File: config.mk
export PLATFORM = sky130hd
export DESIGN_NAME = rtcp_prescaler
export DESIGN_NICKNAME = d
export VERILOG_FILES = /design/src/rtl/rtcp_pkg.sv /design/src/rtl/rtcp_sec_div.sv /design/src/rtl/rtcp_min_seq.sv /design/src/rtl/rtcp_ft_gen.sv /design/src/rtl/rtcp_prescaler.sv
export SDC_FILE = /design/constraint.sdc
export NUM_CORES = 1
export LEC_CHECK = 0
export ABC_AREA = 1
export ABC_CLOCK_PERIOD_IN_PS = 2300
export BUFFER_PORTS_ARGS = -buffer_cell sky130_fd_sc_hd__buf_2
export CAP_MARGIN = 20
export CORE_MARGIN = 1
export CORE_UTILIZATION = 46
export DETAILED_ROUTE_END_ITERATION = 7
export PLACE_DENSITY = 0.73
export SLEW_MARGIN = 15
export SYNTH_ARGS = -nofsm -noshare
export SYNTH_HDL_FRONTEND = slang
export SYNTH_SLANG_ARGS = --single-unit
File: constraint.sdc
create_clock -name clk -period 2.3 [get_ports clk]
set_input_delay 0.115 -clock clk [delete_from_list [all_inputs] [get_ports clk]]
set_output_delay 0.115 -clock clk [all_outputs]
set_load 0.02 [all_outputs]
File: src/rtl/rtcp_pkg.sv
package rtcp_pkg;

    localparam int MAG_W         = 5;
    localparam int MIN_PER_CYCLE = 64;
    localparam int MIN_W         = $clog2(MIN_PER_CYCLE);

    // Latched calibration word: direction and number of steps.
    typedef struct packed {
        logic             speed_up;
        logic [MAG_W-1:0] steps;
    } cal_t;

    // Length class of the second in progress.
    typedef enum logic [1:0] {
        SEC_NOMINAL = 2'd0,
        SEC_SHORT   = 2'd1,
        SEC_LONG    = 2'd2
    } sec_kind_e;

    // Each step covers two minutes. Only the opening second of a covered
    // minute is altered.
    function automatic sec_kind_e classify_second(
        input cal_t             cal,
        input logic [MIN_W-1:0] minute,
        input logic             opening_sec
    );
        logic [MIN_W-1:0] span;
        span = {cal.steps, 1'b0};
        if (!opening_sec || (minute >= span)) begin
            return SEC_NOMINAL;
        end
        return cal.speed_up ? SEC_SHORT : SEC_LONG;
    endfunction

endpackage

File: src/rtl/rtcp_sec_div.sv
module rtcp_sec_div
    import rtcp_pkg::*;
#(
    parameter int CYC_PER_SEC = 32768,
    parameter int CAL_STEP    = 256
) (
    input  logic      clk,
    input  logic      rst,
    input  logic      step_en,
    input  sec_kind_e kind,
    output logic      sec_wrap,
    output logic      tick
);

    localparam int LONG_LEN  = CYC_PER_SEC + CAL_STEP / 2;
    localparam int SHORT_LEN = CYC_PER_SEC - CAL_STEP;
    localparam int CNT_W     = $clog2(LONG_LEN);

    localparam logic [CNT_W-1:0] LAST_NOM   = CNT_W'(CYC_PER_SEC - 1);
    localparam logic [CNT_W-1:0] LAST_SHORT = CNT_W'(SHORT_LEN - 1);
    localparam logic [CNT_W-1:0] LAST_LONG  = CNT_W'(LONG_LEN - 1);

    logic [CNT_W-1:0] cnt_q;
    logic [CNT_W-1:0] last;

    always_comb begin
        unique case (kind)
            SEC_SHORT: last = LAST_SHORT;
            SEC_LONG:  last = LAST_LONG;
            default:   last = LAST_NOM;
        endcase
    end

    assign sec_wrap = step_en && (cnt_q == last);

    always_ff @(posedge clk) begin
        if (rst) begin
            cnt_q <= '0;
            tick  <= 1'b0;
        end else begin
            tick <= sec_wrap;
            if (sec_wrap) begin
                cnt_q <= '0;
            end else if (step_en) begin
                cnt_q <= cnt_q + 1'b1;
            end
        end
    end

endmodule

File: src/rtl/rtcp_min_seq.sv
module rtcp_min_seq
    import rtcp_pkg::*;
#(
    parameter int SEC_PER_MIN = 60
) (
    input  logic             clk,
    input  logic             rst,
    input  cal_t             cal_in,
    input  logic             sec_wrap,
    output logic [MIN_W-1:0] min_idx,
    output sec_kind_e        kind
);

    localparam int SEC_W = $clog2(SEC_PER_MIN + 1);
    localparam logic [SEC_W-1:0] LAST_SEC = SEC_W'(SEC_PER_MIN - 1);
    localparam logic [MIN_W-1:0] LAST_MIN = MIN_W'(MIN_PER_CYCLE - 1);

    logic [SEC_W-1:0] sec_q;
    cal_t             cal_q;
    logic             min_end;
    logic             cyc_end;

    assign min_end = sec_wrap && (sec_q == LAST_SEC);
    assign cyc_end = min_end && (min_idx == LAST_MIN);

    always_ff @(posedge clk) begin
        if (rst) begin
            sec_q   <= '0;
            min_idx <= '0;
            cal_q   <= cal_in;
        end else begin
            if (sec_wrap) begin
                sec_q <= (sec_q == LAST_SEC) ? '0 : sec_q + 1'b1;
            end
            if (min_end) begin
                min_idx <= (min_idx == LAST_MIN) ? '0 : min_idx + 1'b1;
            end
            if (cyc_end) begin
                cal_q <= cal_in;
            end
        end
    end

    assign kind = classify_second(cal_q, min_idx, sec_q == '0);

endmodule

File: src/rtl/rtcp_ft_gen.sv
module rtcp_ft_gen #(
    parameter int TEST_HALF = 32
) (
    input  logic clk,
    input  logic rst,
    input  logic step_en,
    output logic wave
);

    localparam int HW = $clog2(TEST_HALF + 1);
    localparam logic [HW-1:0] LAST = HW'(TEST_HALF - 1);

    logic [HW-1:0] cnt_q;

    always_ff @(posedge clk) begin
        if (rst) begin
            cnt_q <= '0;
            wave  <= 1'b0;
        end else if (step_en) begin
            if (cnt_q == LAST) begin
                cnt_q <= '0;
                wave  <= ~wave;
            end else begin
                cnt_q <= cnt_q + 1'b1;
            end
        end
    end

endmodule

File: src/rtl/rtcp_prescaler.sv
module rtcp_prescaler
    import rtcp_pkg::*;
#(
    parameter int CYC_PER_SEC = 32768,
    parameter int CAL_STEP    = 256,
    parameter int SEC_PER_MIN = 60,
    parameter int TEST_HALF   = 32
) (
    input  logic             clk,
    input  logic             rst,
    input  logic             osc_en,
    input  logic             stop,
    input  logic             cal_sign,
    input  logic [MAG_W-1:0] cal_mag,
    input  logic             ft_en,
    input  logic             sec_rd,
    output logic             tick_1hz,
    output logic [MIN_W-1:0] min_idx,
    output logic             test_out
);

    logic      step_en;
    logic      sec_wrap;
    logic      ft_wave;
    sec_kind_e kind;
    cal_t      cal_in;

    assign step_en = osc_en && !stop;
    assign cal_in  = '{speed_up: cal_sign, steps: cal_mag};

    rtcp_sec_div #(
        .CYC_PER_SEC(CYC_PER_SEC),
        .CAL_STEP   (CAL_STEP)
    ) u_sec_div (
        .clk     (clk),
        .rst     (rst),
        .step_en (step_en),
        .kind    (kind),
        .sec_wrap(sec_wrap),
        .tick    (tick_1hz)
    );

    rtcp_min_seq #(
        .SEC_PER_MIN(SEC_PER_MIN)
    ) u_min_seq (
        .clk     (clk),
        .rst     (rst),
        .cal_in  (cal_in),
        .sec_wrap(sec_wrap),
        .min_idx (min_idx),
        .kind    (kind)
    );

    rtcp_ft_gen #(
        .TEST_HALF(TEST_HALF)
    ) u_ft_gen (
        .clk    (clk),
        .rst    (rst),
        .step_en(step_en),
        .wave   (ft_wave)
    );

    assign test_out = ft_wave && ft_en && !stop && sec_rd;

endmodule

# --- Word level (Yosys, flattened, before mapping) ---
# Cells that the tools add are included.
word_totals:
  reg_bits: 42
  out_inout_bits: 8
  elab_cells: 44
op_classes:
  addsub: 4
  order_cmp: 1
  eq_ne: 6
  mux: 10
  bitwise_logic: 1
  reduce_logical: 14
ops:
  columns: ["operator", "n"]
  rows:
  - ["$pmux W16 S2", 1]
  - ["$mux W6", 5]
  - ["$add A6 B1 Y6 const B", 3]
  - ["$add A16 B1 Y16 const B", 1]
  - ["$eq A16 B16 Y1", 1]
  - ["$eq A6 B6 Y1 const B", 2]
  - ["$logic_and A1 B1 Y1", 7]
  - ["$eq A6 B5 Y1 const B", 1]
  - ["$ge A6 B6 Y1", 1]
  - ["$logic_not A6 Y1", 1]
  - ["$mux W2", 3]
  - ["$eq A2 B1 Y1 const B", 1]
  - ["$eq A2 B2 Y1 const B", 1]
  - ["$logic_not A1 Y1", 2]
  - ["$reduce_and A2 Y1", 1]
  - ["$reduce_bool A2 Y1", 1]
  - ["$reduce_or A2 Y1", 1]
  - ["$logic_or A1 B1 Y1", 1]
  - ["$mux W1", 1]
  - ["$not A1 Y1", 1]

# --- Depth between registers and ports, before layout ---
# Gate-level depths: netlist of run 1.
depth:
  ltp_word: 13
  mapped_depth: 16

# --- Modules after synthesis ---
# A second synthesis of run 1 with hierarchy kept.
hier_totals:
  cells_unflattened: 335
  area_unflattened_um2: 2338.5
modules_own_cells:
  columns: ["mod", "instances", "cells_per_inst", "area_each_um2", "seq_area_each_um2"]
  rows:
  - ["rtcp_sec_div", 1, 164, 1041.0, 340.3]
  - ["rtcp_min_seq", 1, 122, 960.9, 420.4]
  - ["rtcp_ft_gen", 1, 43, 311.5, 140.1]
  - ["rtcp_prescaler", 1, 6, 25.0, 0.0]

# --- Least setup slack after synthesis of run 1 ---
# No wires, ideal clock.
synth_timing:
  kind: "reg2reg"
  from: "register u_min_seq.min_idx[1]"
  to: "register u_min_seq.cal_q[0] in the netlist's numbering (enable)"
  setup_ns: 0.314
  arrival_ns: 1.882
  required_time_ns: 1.986
  slack_ns: 0.104
  path_stages_with_launch: 14
  path_buffers: 0
  path_cell_list: "dfxtp_1 inv_1 ha_1 nand2_1 nand2_1 nand2_1 nand2_1 nand2_1 nand4_1 nand2_1 nand4_4 nand2_2 nand2_1 inv_1"
synth_via:
  elab_chain_cells: 11
synth_lines:
  columns: ["item", "line", "rtl"]
  rows:
  - ["start: declaration", "rtcp_min_seq.sv:10", "output logic [MIN_W-1:0] min_idx,"]
  - ["start signal: assignment", "rtcp_min_seq.sv:36", "min_idx <= (min_idx == LAST_MIN) ? '0 : min_idx + 1'b1;"]
  - ["$ge A6 B6 Y1", "rtcp_pkg.sv:29", "if (!opening_sec || (minute >= span)) begin"]
  - ["$logic_or A1 B1 Y1", "rtcp_pkg.sv:29", null]
  - ["$mux W1", "rtcp_pkg.sv:29", null]
  - ["$mux W2", "rtcp_pkg.sv:32", "return cal.speed_up ? SEC_SHORT : SEC_LONG;"]
  - ["$eq A2 B2 Y1 or $eq A2 B1 Y1 (tied branches)", "rtcp_sec_div.sv:27", "unique case (kind)"]
  - ["$pmux W16 S2", "rtcp_sec_div.sv:27", null]
  - ["$eq A16 B16 Y1", "rtcp_sec_div.sv:34", "assign sec_wrap = step_en && (cnt_q == last);"]
  - ["$logic_and A1 B1 Y1", "rtcp_sec_div.sv:34", null]
  - ["$logic_and A1 B1 Y1", "rtcp_min_seq.sv:23", "assign min_end = sec_wrap && (sec_q == LAST_SEC);"]
  - ["$logic_and A1 B1 Y1 *", "rtcp_min_seq.sv:24", "assign cyc_end = min_end && (min_idx == LAST_MIN);"]
  - ["$reduce_bool A2 Y1 (no source line) *", null, null]
  - ["end signal: assignment", "rtcp_min_seq.sv:30", "cal_q <= cal_in;"]
  - ["end signal: assignment", "rtcp_min_seq.sv:39", "cal_q <= cal_in;"]
  - ["end: declaration", "rtcp_min_seq.sv:19", "cal_t cal_q;"]
# Every way passes the cells marked *; elsewhere a longest branch is shown, timed or not.
# A chain may end at the register's enable or synchronous reset.

# --- Worst setup path in the final report of run 1 ---
layout_timing:
  from: "register u_min_seq.min_idx[5]"
  to: "register u_min_seq.cal_q[5] in the netlist's numbering (enable)"
# Same word-level chain as after synthesis.

==> results of run 1 <==
## worst max-delay path, cell delays in order, from the launching register on
cell     delay, ns
dfxtp_1       0.34
ha_1          0.31
nand2_1       0.07
nand3_1       0.06
nor2_1        0.25
nand4_1       0.17
nand2_2       0.16
nand4_4       0.13
nand2_2       0.09
nand2_1       0.11
inv_2         0.14
## synth_stat cells, drive strengths merged
master  instances  area share
nor3b           5       0.018
o21ai           9       0.021
or2             1      0.0030
nor2           47        0.11
a21oi          14       0.033
a211oi          1      0.0036
nor3            6       0.014
edfxtp          6       0.086
a31oi           1      0.0030
ha             10       0.059
inv            40       0.071
nand4           6       0.025
nand3          13       0.039
nand3b          1      0.0036
nor4            1      0.0030
dfxtp          36        0.34
buf             1      0.0053
nand2          61        0.12
xnor2           3       0.012
xor2            7       0.029
## stage by stage
step	power (mW)	utilization	instance area (µm²)
after floorplan	0.8092	-	2106
after global placement	0.8288	0.5211	2285
after detailed placement	0.8300	0.5211	2285
after CTS	1.280	0.5528	2424
after global routing	1.314	0.5545	2431
final	1.259	0.5545	2431
## metal layers
metal  GRT usage  vias up  routed length [µm]
met5           0        -                   0
met4     0.06000        0                  47
met3     0.04942        6                 151
met2      0.3031       29                1807
met1      0.2000      750                1691
li1            -      918                   -
## cell type report
| type | count | area (µm²) |
|---|---|---|
| multi-input combinational | 186 | 1050 |
| fill | 417 | 1953 |
| inverter | 40 | 150.1 |
| tap | 52 | 65.06 |
| timing repair buffer | 29 | 185.2 |
| sequential | 42 | 902.1 |
| clock inverter | 2 | 10.01 |
| clock buffer | 5 | 68.82 |
## what timing repair did
action / CTS / global route
gates resized for setup: 0 / 4
hold endpoints to repair: 6 / 0
hold buffers: 6 / 0
endpoints found under the setup margin: 0 / 17
## worst min-delay path by stage
stage | from | to | slack [ns] | depth (start not counted)
4_1_cts | rst | u_ft_gen.cnt_q[2] | 0.03 | 2
5_1_grt | rst | u_ft_gen.cnt_q[2] | 0.06 | 2
3_3_place_gp | cal_mag[1] | u_min_seq.cal_q[1] | 0.29 | 1
2_1_floorplan | rst | u_ft_gen.cnt_q[2] | 0.19 | 1
6_report | rst | u_ft_gen.cnt_q[2] | 0.04 | 2
3_5_place_dp | cal_mag[3] | u_min_seq.cal_q[3] | 0.29 | 1
## power by group through the flow
stage,Clock (mW),Sequential (mW),Combinational [mW]
6_report,0.438,0.758,0.0627
5_1_grt,0.482,0.759,0.0724
4_1_cts,0.459,0.758,0.0630
3_5_place_dp,0,0.775,0.0548
3_3_place_gp,0,0.775,0.0536
2_1_floorplan,0,0.774,0.0351
## flip-flops by register name (all words and copies together), names as in the netlist
signal and count:
u_ft_gen.wave 1, u_min_seq.min_idx 6, u_ft_gen.cnt_q 6, u_sec_div.cnt_q 16, u_sec_div.tick 1, u_min_seq.cal_q 6, u_min_seq.sec_q 6
## cells by family (layout without fill, tap and decap cells)
group,Yosys count,after routing
xor gates and xnor gates,10,10
adders and majority gates,10,10
buffers and inverters,41,76
DFF,42,42
and+or+nand+nor,141,141
AOI/OAI and AO/OA,25,25
==> insert_results.sql, run 1 <==
INSERT INTO impl_metrics (metric_group, metric, value, unit) VALUES
('timing', 'drv_slew', '0', ''),
('placement', 'dp_hpwl', '2867', 'µm'),
('yosys', 'ys_ff_latch', '42', ''),
('die', 'start_util', '0.4803', ''),
('clock_tree', 'cts_tree', 'built', ''),
('yosys', 'synth.cell_area', '2106', 'µm²'),
('pwr', 'switchingPower', '0.2737', 'mW'),
('worst_setup_path', 'setup.worst_path.end', 'u_min_seq.cal_q[5]', ''),
('placement', 'place.port_buffers', '19', ''),
('global_routing', 'grt_first_pass_wirelength', '6762', 'µm'),
('global_routing', 'grt_max_degree', '17', ''),
('job', 'maxCapViolations', '0', ''),
('routing', 'first_pass_iters', '5', ''),
('placement', 'gp_congestion', '0.8102', ''),
('clock_tree', 'clkSlewWorstSetupHoldPaths', '0.07', 'ns'),
('die', 'dieWidth', '69.66', 'µm'),
('yosys', 'number_of_nets_in_the_synthesized_netlist', '291', ''),
('timing', 'timing.setup.tns', '0', 'ns'),
('yosys', 'ys_types', '29', ''),
('yosys', 'synth_top_family_by_area', 'simple AND/OR/NAND/NOR gates', ''),
('die', 'die-height', '69.66', 'µm'),
('placement', 'placement.setup.worst_slack', '0.06720', 'ns'),
('run_status', 'outcome', 'finished, final reports clean', ''),
('pwr', 'comb_power_share', '0.050', ''),
('yosys', 'synthesis.instances', '269', ''),
('die', 'floorplan.core_area', '4384', 'µm²'),
('clock_tree', 'inserted_clock_buffers', '5', ''),
('die', 'placementRows', '24', ''),
('worst_setup_path', 'crit-reg2reg-capture', 'u_min_seq.cal_q[5]', ''),
('yosys', 'synth_xor_xnor_area_share', '0.04159', ''),
('cells_and_area', 'design.final.nets', '326', ''),
('cells_and_area', 'mostFrequentLayoutCell', 'nand2_1', ''),
('yosys', 'synth_sequential_area_ratio', '0.4278', ''),
('yosys', 'syn_avg_cell_area', '7.828', 'µm²'),
('routing', 'routed_via_density', '4.784', ''),
('clock_tree', 'cts_setup_buffers', '0', ''),
('routing', 'drc', '0', ''),
('routing', 'drt_iter0_drc', '58', ''),
('yosys', 'synth_mux_area_frac', '0', ''),
('global_routing', 'global_route.overflow_total', '0', ''),
('worst_setup_path', 'reg2reg_slack', '0.15', 'ns'),
('pwr', 'power.sequential.fraction', '0.602', ''),
('worst_setup_path', 'worst-setup-path-type', 'reg -> reg', ''),
('clock_tree', 'cts.path.max_buffers', '2', ''),
('timing', 'max_freq', '465.2', 'MHz'),
('pwr', 'p_sw_frac', '0.2174', ''),
('pwr', 'power_per_cell_area', '517.9', 'nW/µm²'),
('cells_and_area', 'area.growth.synth_to_final', '15.45', '%'),
('cells_and_area', 'post_layout_nonfiller_instances', '356', ''),
('yosys', 'yosysWarningCount', '0', ''),
('clock_tree', 'ctsHtreeMaxLevel', '2', ''),
('global_routing', 'global_route.usage.total', '0.1725', ''),
('yosys', 'synth-compound-area-share', '0.06120', ''),
('yosys', 'simple_gate_fraction_of_synth_area', '0.3333', ''),
('worst_setup_path', 'worstPathRequired', '2.30', 'ns'),
('pwr', 'power.internal', '0.9854', 'mW'),
('worst_setup_path', 'cp_max_fo', '6', ''),
('min_path', 'hold_path_class', 'in -> reg', ''),
('pwr', 'power.leakage', '1.056', 'nW'),
('timing', 'setup_ws', '0.1504', 'ns'),
('clock_tree', 'tritoncts_num_sinks', '42', ''),
('timing', 'report.final.setup_viol', '0', ''),
('timing', 'worst_pin_slew', '0.4100', 'ns'),
('worst_setup_path', 'timing.critical_path.from_type', 'flop', ''),
('placement', 'placed_cells_incl_taps', '343', ''),
('cells_and_area', 'number_of_antenna_repair_diodes', '0', ''),
('routing', 'number_of_vias_after_detailed_routing', '1703', ''),
('routing', 'drt-total-wl', '3698', 'µm'),
('clock_tree', 'cts.root.buffer_cell', 'clkbuf_8', ''),
('die', 'floorplan.die_area', '4853', 'µm²'),
('worst_setup_path', 'r2r-start', 'u_min_seq.min_idx[5]', '');
No activity file was read; power rests on OpenSTA's default activity.
==> run 2: changes to the inputs <==
--- a/config.mk
+++ b/config.mk
@@ -12,7 +12,7 @@
 export CORE_MARGIN = 1
 export CORE_UTILIZATION = 46
 export DETAILED_ROUTE_END_ITERATION = 7
-export PLACE_DENSITY = 0.73
+export PLACE_DENSITY = 0.63
 export SLEW_MARGIN = 15
 export SYNTH_ARGS = -nofsm -noshare
 export SYNTH_HDL_FRONTEND = slang
==> run 2 against run 1 <==
  * Via count decreased by 0.82%
  * Wire length is 0.84% higher
  * Clock power increased by 11%
  * Highest routed layer unchanged
  * Sequential share of layout area decreased by 0.34 points
  * Die area unchanged
  * Sequential cell count unchanged
  * Largest cell class unchanged
  * Clock skew up 0.0015 ns
  * Cell count is 0.28% higher
  * First-iteration DRC count is 52% higher
  * Largest power group unchanged
  * Global-route usage up 0.22 points
==> insert_results.sql, run 2 (synthesis results as in run 1) <==
INSERT INTO impl_metrics (metric_group, metric, value, unit) VALUES
('run_status', 'outcome', 'finished, final reports clean', ''),
('worst_setup_path', 'worst-setup-path-type', 'reg -> reg', ''),
('global_routing', 'grt_first_pass_wirelength', '6858', 'µm'),
('job', 'maxCapViolations', '0', ''),
('cells_and_area', 'mostFrequentLayoutCell', 'nand2_1', ''),
('cells_and_area', 'post_layout_nonfiller_instances', '357', ''),
('pwr', 'worst_ir_drop_vdd', '0.0002863', 'V'),
('timing', 'setup_ws', '0.2511', 'ns'),
('worst_setup_path', 'crit_start', 'u_min_seq.cal_q[2]', ''),
('worst_setup_path', 'critical_path.endpoint_type', 'flop', ''),
('min_path', 'timing.hold.worst.start', 'rst', ''),
('placement', 'placement.setup.worst_slack', '0.09769', 'ns'),
('cells_and_area', 'layout.cells.most_common_list', '55 x nand2_1, 38 x inv_1, 36 x dfxtp_1', ''),
('timing', 'finalCritPeriodShare', '0.8908', ''),
('cells_and_area', 'number_of_antenna_repair_diodes', '0', ''),
('worst_setup_path', 'critical-path-top-cell-by-count', 'nand2_1', ''),
('die', 'floorplan.core_area', '4384', 'µm²'),
('global_routing', 'first_global_vias', '1625', ''),
('placement', 'place.port_buffers', '19', ''),
('global_routing', 'global_route.usage.total', '0.1747', ''),
('timing', 'report.final.setup_viol', '0', ''),
('die', 'dieWidth', '69.66', 'µm'),
('clock_tree', 'cts_setup_buffers', '0', ''),
('cells_and_area', 'largest_register_ff_count', '16', ''),
('worst_setup_path', 'critPathMaxStageDelay', '0.37', 'ns'),
('pwr', 'power.internal', '1.024', 'mW'),
('timing', 'worst_pin_slew', '0.4468', 'ns'),
('clock_tree', 'cts_tree', 'built', ''),
('worst_setup_path', 'r2r-start', 'u_min_seq.cal_q[2]', ''),
('worst_setup_path', 'critical-path-slowest-cell', 'edfxtp_1', ''),
('clock_tree', 'clkLatencyLatePin', '0.29', 'ns'),
('pwr', 'power_per_cell_area', '533.8', 'nW/µm²'),
('cells_and_area', 'drive_above_1_share', '0.1803', ''),
('placement', 'placed_cells_incl_taps', '343', ''),
('worst_setup_path', 'timing.critical_path.from_type', 'flop', ''),
('clock_tree', 'cts.root.buffer_cell', 'clkbuf_8', ''),
('timing', 'finalClockSkew', '0.005377', 'ns'),
('routing', 'wl_per_cell', '10.45', 'µm'),
('timing', 'timing.setup.tns', '0', 'ns'),
('routing', 'drc', '0', ''),
('placement', 'gp_congestion', '0.8823', ''),
('pwr', 'p_clk_frac', '0.372', ''),
('worst_setup_path', 'crit_chain', 'inv_1 -> ha_1 -> a21oi_1 -> nand2_1 -> nand2_1 -> nand4_1 -> nand2_2 -> nand4_4 -> nand2_2 -> nand2_1 -> inv_2', ''),
('pwr', 'comb_power_share', '0.048', ''),
('pwr', 'power.sequential.fraction', '0.580', ''),
('die', 'die-height', '69.66', 'µm'),
('clock_tree', 'clkSlewWorstSetupHoldPaths', '0.08', 'ns'),
('routing', 'antenna_violation_net_count_after_detailed_routing', '0', ''),
('clock_tree', 'tritoncts_num_sinks', '42', ''),
('global_routing', 'number_of_antenna_violations_at_the_first_check_in_global_routing', '0', ''),
('timing', 'timing.final.crit_period', '2.049', 'ns'),
('die', 'placementRows', '24', ''),
('timing', 'final_hold_viols', '0', ''),
('worst_setup_path', 'cp_max_fo', '6', ''),
('timing', 'drv_slew', '0', ''),
('min_path', 'hold_path_class', 'in -> reg', ''),
('worst_setup_path', 'worstPathRequired', '2.31', 'ns'),
('routing', 'drt-total-wl', '3729', 'µm'),
('placement', 'dp_hpwl', '2827', 'µm'),
('pwr', 'power.leakage', '1.061', 'nW'),
('worst_setup_path', 'cpLargestDelayFamily', 'simple AND/OR/NAND/NOR gates', ''),
('clock_tree', 'ctsHtreeMaxLevel', '2', ''),
('global_routing', 'global_route.overflow_total', '0', ''),
('die', 'floorplan.die_area', '4853', 'µm²'),
('worst_setup_path', 'worst-endpoint-arrival', '2.06', 'ns'),
('cells_and_area', 'design.final.nets', '326', ''),
('routing', 'number_of_vias_after_detailed_routing', '1689', ''),
('pwr', 'p_sw_frac', '0.2169', ''),
('worst_setup_path', 'buf_inv_stages_crit_path', '2', ''),
('die', 'start_util', '0.4803', ''),
('routing', 'first_pass_iters', '4', ''),
('timing', 'worst_slew_margin_rel', '0.6998', ''),
('clock_tree', 'inserted_clock_buffers', '5', ''),
('global_routing', 'grt_max_degree', '17', ''),
('cells_and_area', 'area.growth.synth_to_final', '16.34', '%'),
('routing', 'routed_via_density', '4.731', ''),
('pwr', 'switchingPower', '0.2836', 'mW'),
('die', 'io-pin-count', '20', ''),
('clock_tree', 'cts.path.max_buffers', '2', ''),
('routing', 'drt_iter0_drc', '88', ''),
('timing', 'grt_setup_unrepaired', 'false', ''),
('cells_and_area', 'fillerInstances', '422', ''),
('cells_and_area', 'largest-register', 'u_sec_div.cnt_q', ''),
('timing', 'max_freq', '488.1', 'MHz');
## run 2: cell types whose count changed in the layout (fill, tap and decap cells not counted)
cell,previous run,this run
nor2_1,36,35
nand2_2,5,4
dfxtp_2,1,0
dfxtp_1,35,36
nand2_4,1,2
nor2_2,7,8
clkbuf_1,0,1
clkinv_2,2,1
clkbuf_8,5,6
## run 2: final timing paths
check,endpoint,slack [ns],cells after the start
worst min-delay path,u_ft_gen.cnt_q[2],0.04,2
worst max-delay path,u_min_seq.cal_q[2],0.25,11
worst max register to register,u_min_seq.cal_q[2],0.25,11
worst min register to register,u_ft_gen.wave,0.48,2
## run 2: layout make-up
type | instances | area (µm²) | area share
multi-input cells | 186 | 1057 | 0.4316
repair buffers | 29 | 185.2 | 0.07559
flip-flops and latches | 42 | 900.9 | 0.3677
clock inverters | 1 | 5.005 | 0.002043
clock buffers | 7 | 86.33 | 0.03524
well taps | 52 | 65.06 | 0.02656
inverters | 40 | 150.1 | 0.06129
## run 2: per-stage QoR
stage	total power, mW	utilization	hold WS, ns	instance area [µm²]
3_5_place_dp	0.8301	0.5211	0.2931	2285
3_3_place_gp	0.8298	0.5211	0.2919	2285
4_1_cts	1.324	0.5557	0.02321	2436
2_1_floorplan	0.8092	-	0.1867	2106
6_report	1.308	0.5588	0.03501	2450
5_1_grt	1.361	0.5588	0.04433	2450
## run 2: power groups by stage
stage,sequential (mW),combinational (mW),clock [mW]
2_1_floorplan,0.774,0.0351,0
3_3_place_gp,0.775,0.0545,0
3_5_place_dp,0.775,0.0547,0
4_1_cts,0.758,0.0630,0.503
5_1_grt,0.759,0.0731,0.528
6_report,0.758,0.0632,0.486
## run 2: layer usage
| layer | track usage | wire (µm) | up-vias |
|---|---|---|---|
| li1 | - | - | 926 |
| met1 | 0.2321 | 1916 | 734 |
| met2 | 0.2805 | 1651 | 22 |
| met3 | 0.03924 | 111 | 7 |
| met4 | 0.06000 | 48 | 0 |
| met5 | 0 | 0 | - |
## run 2: repair_timing
action / 4_1_cts / 5_1_grt
setup endpoints to repair: 0 / 15
hold buffers: 6 / 0
hold endpoints to repair: 6 / 0
resized for setup: 0 / 5
==> run 3: changes to the inputs <==
--- a/config.mk
+++ b/config.mk
@@ -12,7 +12,8 @@
 export CORE_MARGIN = 1
 export CORE_UTILIZATION = 46
 export DETAILED_ROUTE_END_ITERATION = 7
-export PLACE_DENSITY = 0.63
+export PLACE_DENSITY = 0.67
+export SETUP_SLACK_MARGIN = 0.4
 export SLEW_MARGIN = 15
 export SYNTH_ARGS = -nofsm -noshare
 export SYNTH_HDL_FRONTEND = slang
==> run 3 against run 2 <==
  * Cell count is 1.4% higher
  * Wire length is 16% higher
  * Combinational power is 19% higher
==> insert_results.sql, run 3 (synthesis results as in run 1) <==
INSERT INTO impl_metrics (metric_group, metric, value, unit) VALUES
('worst_setup_path', 'reg2reg_depth', '11', ''),
('cells_and_area', 'layout.cells.most_common_list', '48 x nand2_1, 35 x inv_1, 32 x dfxtp_1', ''),
('global_routing', 'number_of_antenna_violations_at_the_first_check_in_global_routing', '0', ''),
('routing', 'met3RoutedLength', '106', 'µm'),
('cells_and_area', 'area.growth.synth_to_final', '25.67', '%'),
('clock_tree', 'clkSlewWorstSetupHoldPaths', '0.07', 'ns'),
('pwr', 'power_per_cell_area', '488.0', 'nW/µm²'),
('pwr', 'power.leakage', '1.126', 'nW'),
('routing', 'drt_iter0_drc', '82', ''),
('global_routing', 'global_route.usage.total', '0.1826', ''),
('placement', 'dp_hpwl', '2940', 'µm'),
('routing', 'wl_per_cell', '11.99', 'µm'),
('routing', 'number_of_vias_after_detailed_routing', '1780', ''),
('min_path', 'timing.hold.worst_path_depth', '2', ''),
('cells_and_area', 'seqCellArea', '908.4', 'µm²'),
('timing', 'final_hold_viols', '0', ''),
('cells_and_area', 'largest_register_ff_count', '16', ''),
('timing', 'timing.final.crit_period', '2.040', 'ns'),
('clock_tree', 'cts_tree', 'built', ''),
('die', 'placementRows', '24', ''),
('die', 'io-pin-count', '20', ''),
('global_routing', 'global_route.overflow_total', '0', ''),
('die', 'dieWidth', '69.66', 'µm'),
('die', 'floorplan.die_area', '4853', 'µm²'),
('cells_and_area', 'drive_above_1_share', '0.2742', ''),
('die', 'start_util', '0.4803', ''),
('timing', 'setup_ws', '0.2596', 'ns'),
('clock_tree', 'ctsHtreeMaxLevel', '2', ''),
('placement', 'place.port_buffers', '19', ''),
('worst_setup_path', 'cp_max_fo', '6', ''),
('global_routing', 'grt_first_pass_wirelength', '6913', 'µm'),
('die', 'die-height', '69.66', 'µm'),
('timing', 'grt_setup_unrepaired', 'true', ''),
('cells_and_area', 'layout.core_utilization', '0.6036', ''),
('clock_tree', 'clkLatencyLatePin', '0.30', 'ns'),
('routing', 'drt-met1-wl', '1996', 'µm'),
('run_status', 'outcome', 'finished, final reports clean', ''),
('routing', 'antenna_violation_net_count_after_detailed_routing', '0', ''),
('timing', 'finalCritPeriodShare', '0.8871', ''),
('placement', 'gp_congestion', '0.8246', ''),
('cells_and_area', 'post_layout_nonfiller_instances', '362', ''),
('cells_and_area', 'design.final.nets', '331', ''),
('clock_tree', 'tritoncts_num_sinks', '42', ''),
('timing', 'worst_slew_margin_rel', '0.6973', ''),
('timing', 'timing.setup.tns', '0', 'ns'),
('timing', 'drv_slew', '0', ''),
('timing', 'finalClockSkew', '0.009133', 'ns'),
('worst_setup_path', 'worstPathRequired', '2.31', 'ns'),
('worst_setup_path', 'worst-setup-path-type', 'reg -> reg', ''),
('global_routing', 'grt_max_degree', '17', ''),
('clock_tree', 'cts.root.buffer_cell', 'clkbuf_8', ''),
('cells_and_area', 'mostFrequentLayoutCell', 'nand2_1', ''),
('timing', 'report.final.setup_viol', '0', ''),
('timing', 'worst_pin_slew', '0.4506', 'ns'),
('routing', 'route.met2.wl', '2158', 'µm'),
('worst_setup_path', 'timing.critical_path.from_type', 'flop', ''),
('min_path', 'hold_path_class', 'in -> reg', ''),
('routing', 'routed_via_density', '4.917', ''),
('pwr', 'worst_ir_drop_vdd', '0.0002602', 'V'),
('job', 'maxCapViolations', '0', ''),
('routing', 'first_pass_iters', '5', ''),
('timing', 'max_freq', '490.1', 'MHz'),
('die', 'floorplan.core_area', '4384', 'µm²'),
('cells_and_area', 'fillerInstances', '382', ''),
('cells_and_area', 'number_of_antenna_repair_diodes', '0', ''),
('routing', 'drc', '0', ''),
('clock_tree', 'cts.path.max_buffers', '2', ''),
('clock_tree', 'inserted_clock_buffers', '5', ''),
('placement', 'placed_cells_incl_taps', '340', ''),
('placement', 'placement.setup.worst_slack', '0.2728', 'ns'),
('worst_setup_path', 'worst-endpoint-arrival', '2.05', 'ns'),
('global_routing', 'first_global_vias', '1620', ''),
('cells_and_area', 'multi_input_comb_area', '1215', 'µm²'),
('cells_and_area', 'largest-register', 'u_sec_div.cnt_q', ''),
('worst_setup_path', 'critical_path.endpoint_type', 'flop', ''),
('routing', 'drt-total-wl', '4341', 'µm'),
('routing', 'route.top_layer_used', 'met4', '');
## run 3: cell count changes in the layout (fill, tap and decap cells not counted), moves of 3 or more
cell     change
o21ai_1      +4
inv_1        -3
dfxtp_2      +3
o21ai_0      -4
nor2_4       +4
buf_4        +5
nor2_1       -5
nand2_1      -7
nand2_4      +5
dfxtp_1      -4
## run 3: where the power goes
group          internal (mW)  leakage (nW)  switching (mW)
logic                 0.0343         0.738          0.0410
registers              0.752         0.349         0.00551
clock network          0.216        0.0395           0.243
total                   1.00          1.13           0.289
## run 3: per-stage QoR
stage / power (mW) / cell area, µm² / hold slack [ns]
2_1_floorplan: 0.8117 / 2157 / 0.1867
3_3_place_gp: 0.8284 / 2313 / 0.2912
3_5_place_dp: 0.8300 / 2313 / 0.2935
4_1_cts: 1.303 / 2511 / 0.01609
5_1_grt: 1.345 / 2646 / 0.03328
6_report: 1.291 / 2646 / 0.02686
## run 3: path summary, 6_finish.rpt
check / startpoint / to / slack, ns
worst max-delay path: u_min_seq.cal_q[4] / u_min_seq.cal_q[4] / 0.26
worst max register to register: u_min_seq.cal_q[4] / u_min_seq.cal_q[4] / 0.26
worst min register to register: u_ft_gen.wave / u_ft_gen.wave / 0.48
worst min-delay path: rst / u_ft_gen.cnt_q[2] / 0.03
## run 3: layer usage
layer	GRT usage	vias to the layer above
met5	0	-
met1	0.2107	814
li1	-	936
met2	0.3150	24
met4	0.07778	0
met3	0.05233	6
## run 3: repair_timing
item	in CTS	in global routing
pin swaps	4	9
setup buffers	5	3
endpoints found under the setup margin	22	33
endpoints found under the hold margin	6	0
resized for setup	5	30
hold buffers	6	0
## run 3: worst max-delay path, stage by stage (launching register included)
cell	delay (ns)
edfxtp_1	0.38
inv_2	0.07
ha_4	0.19
nand2_1	0.09
nand3_2	0.09
nor2_4	0.19
nand4_1	0.19
nand2_4	0.16
nand4_4	0.12
nand2_4	0.12
nand2_4	0.08
inv_6	0.08
## run 3: layout make-up
type / count / area share
Timing Repair Buffer: 34 / 0.08416
Multi-Input combinational cell: 186 / 0.4591
Inverter: 40 / 0.05863
Clock buffer: 8 / 0.03026
Sequential cell: 42 / 0.3433
Tap cell: 52 / 0.02459
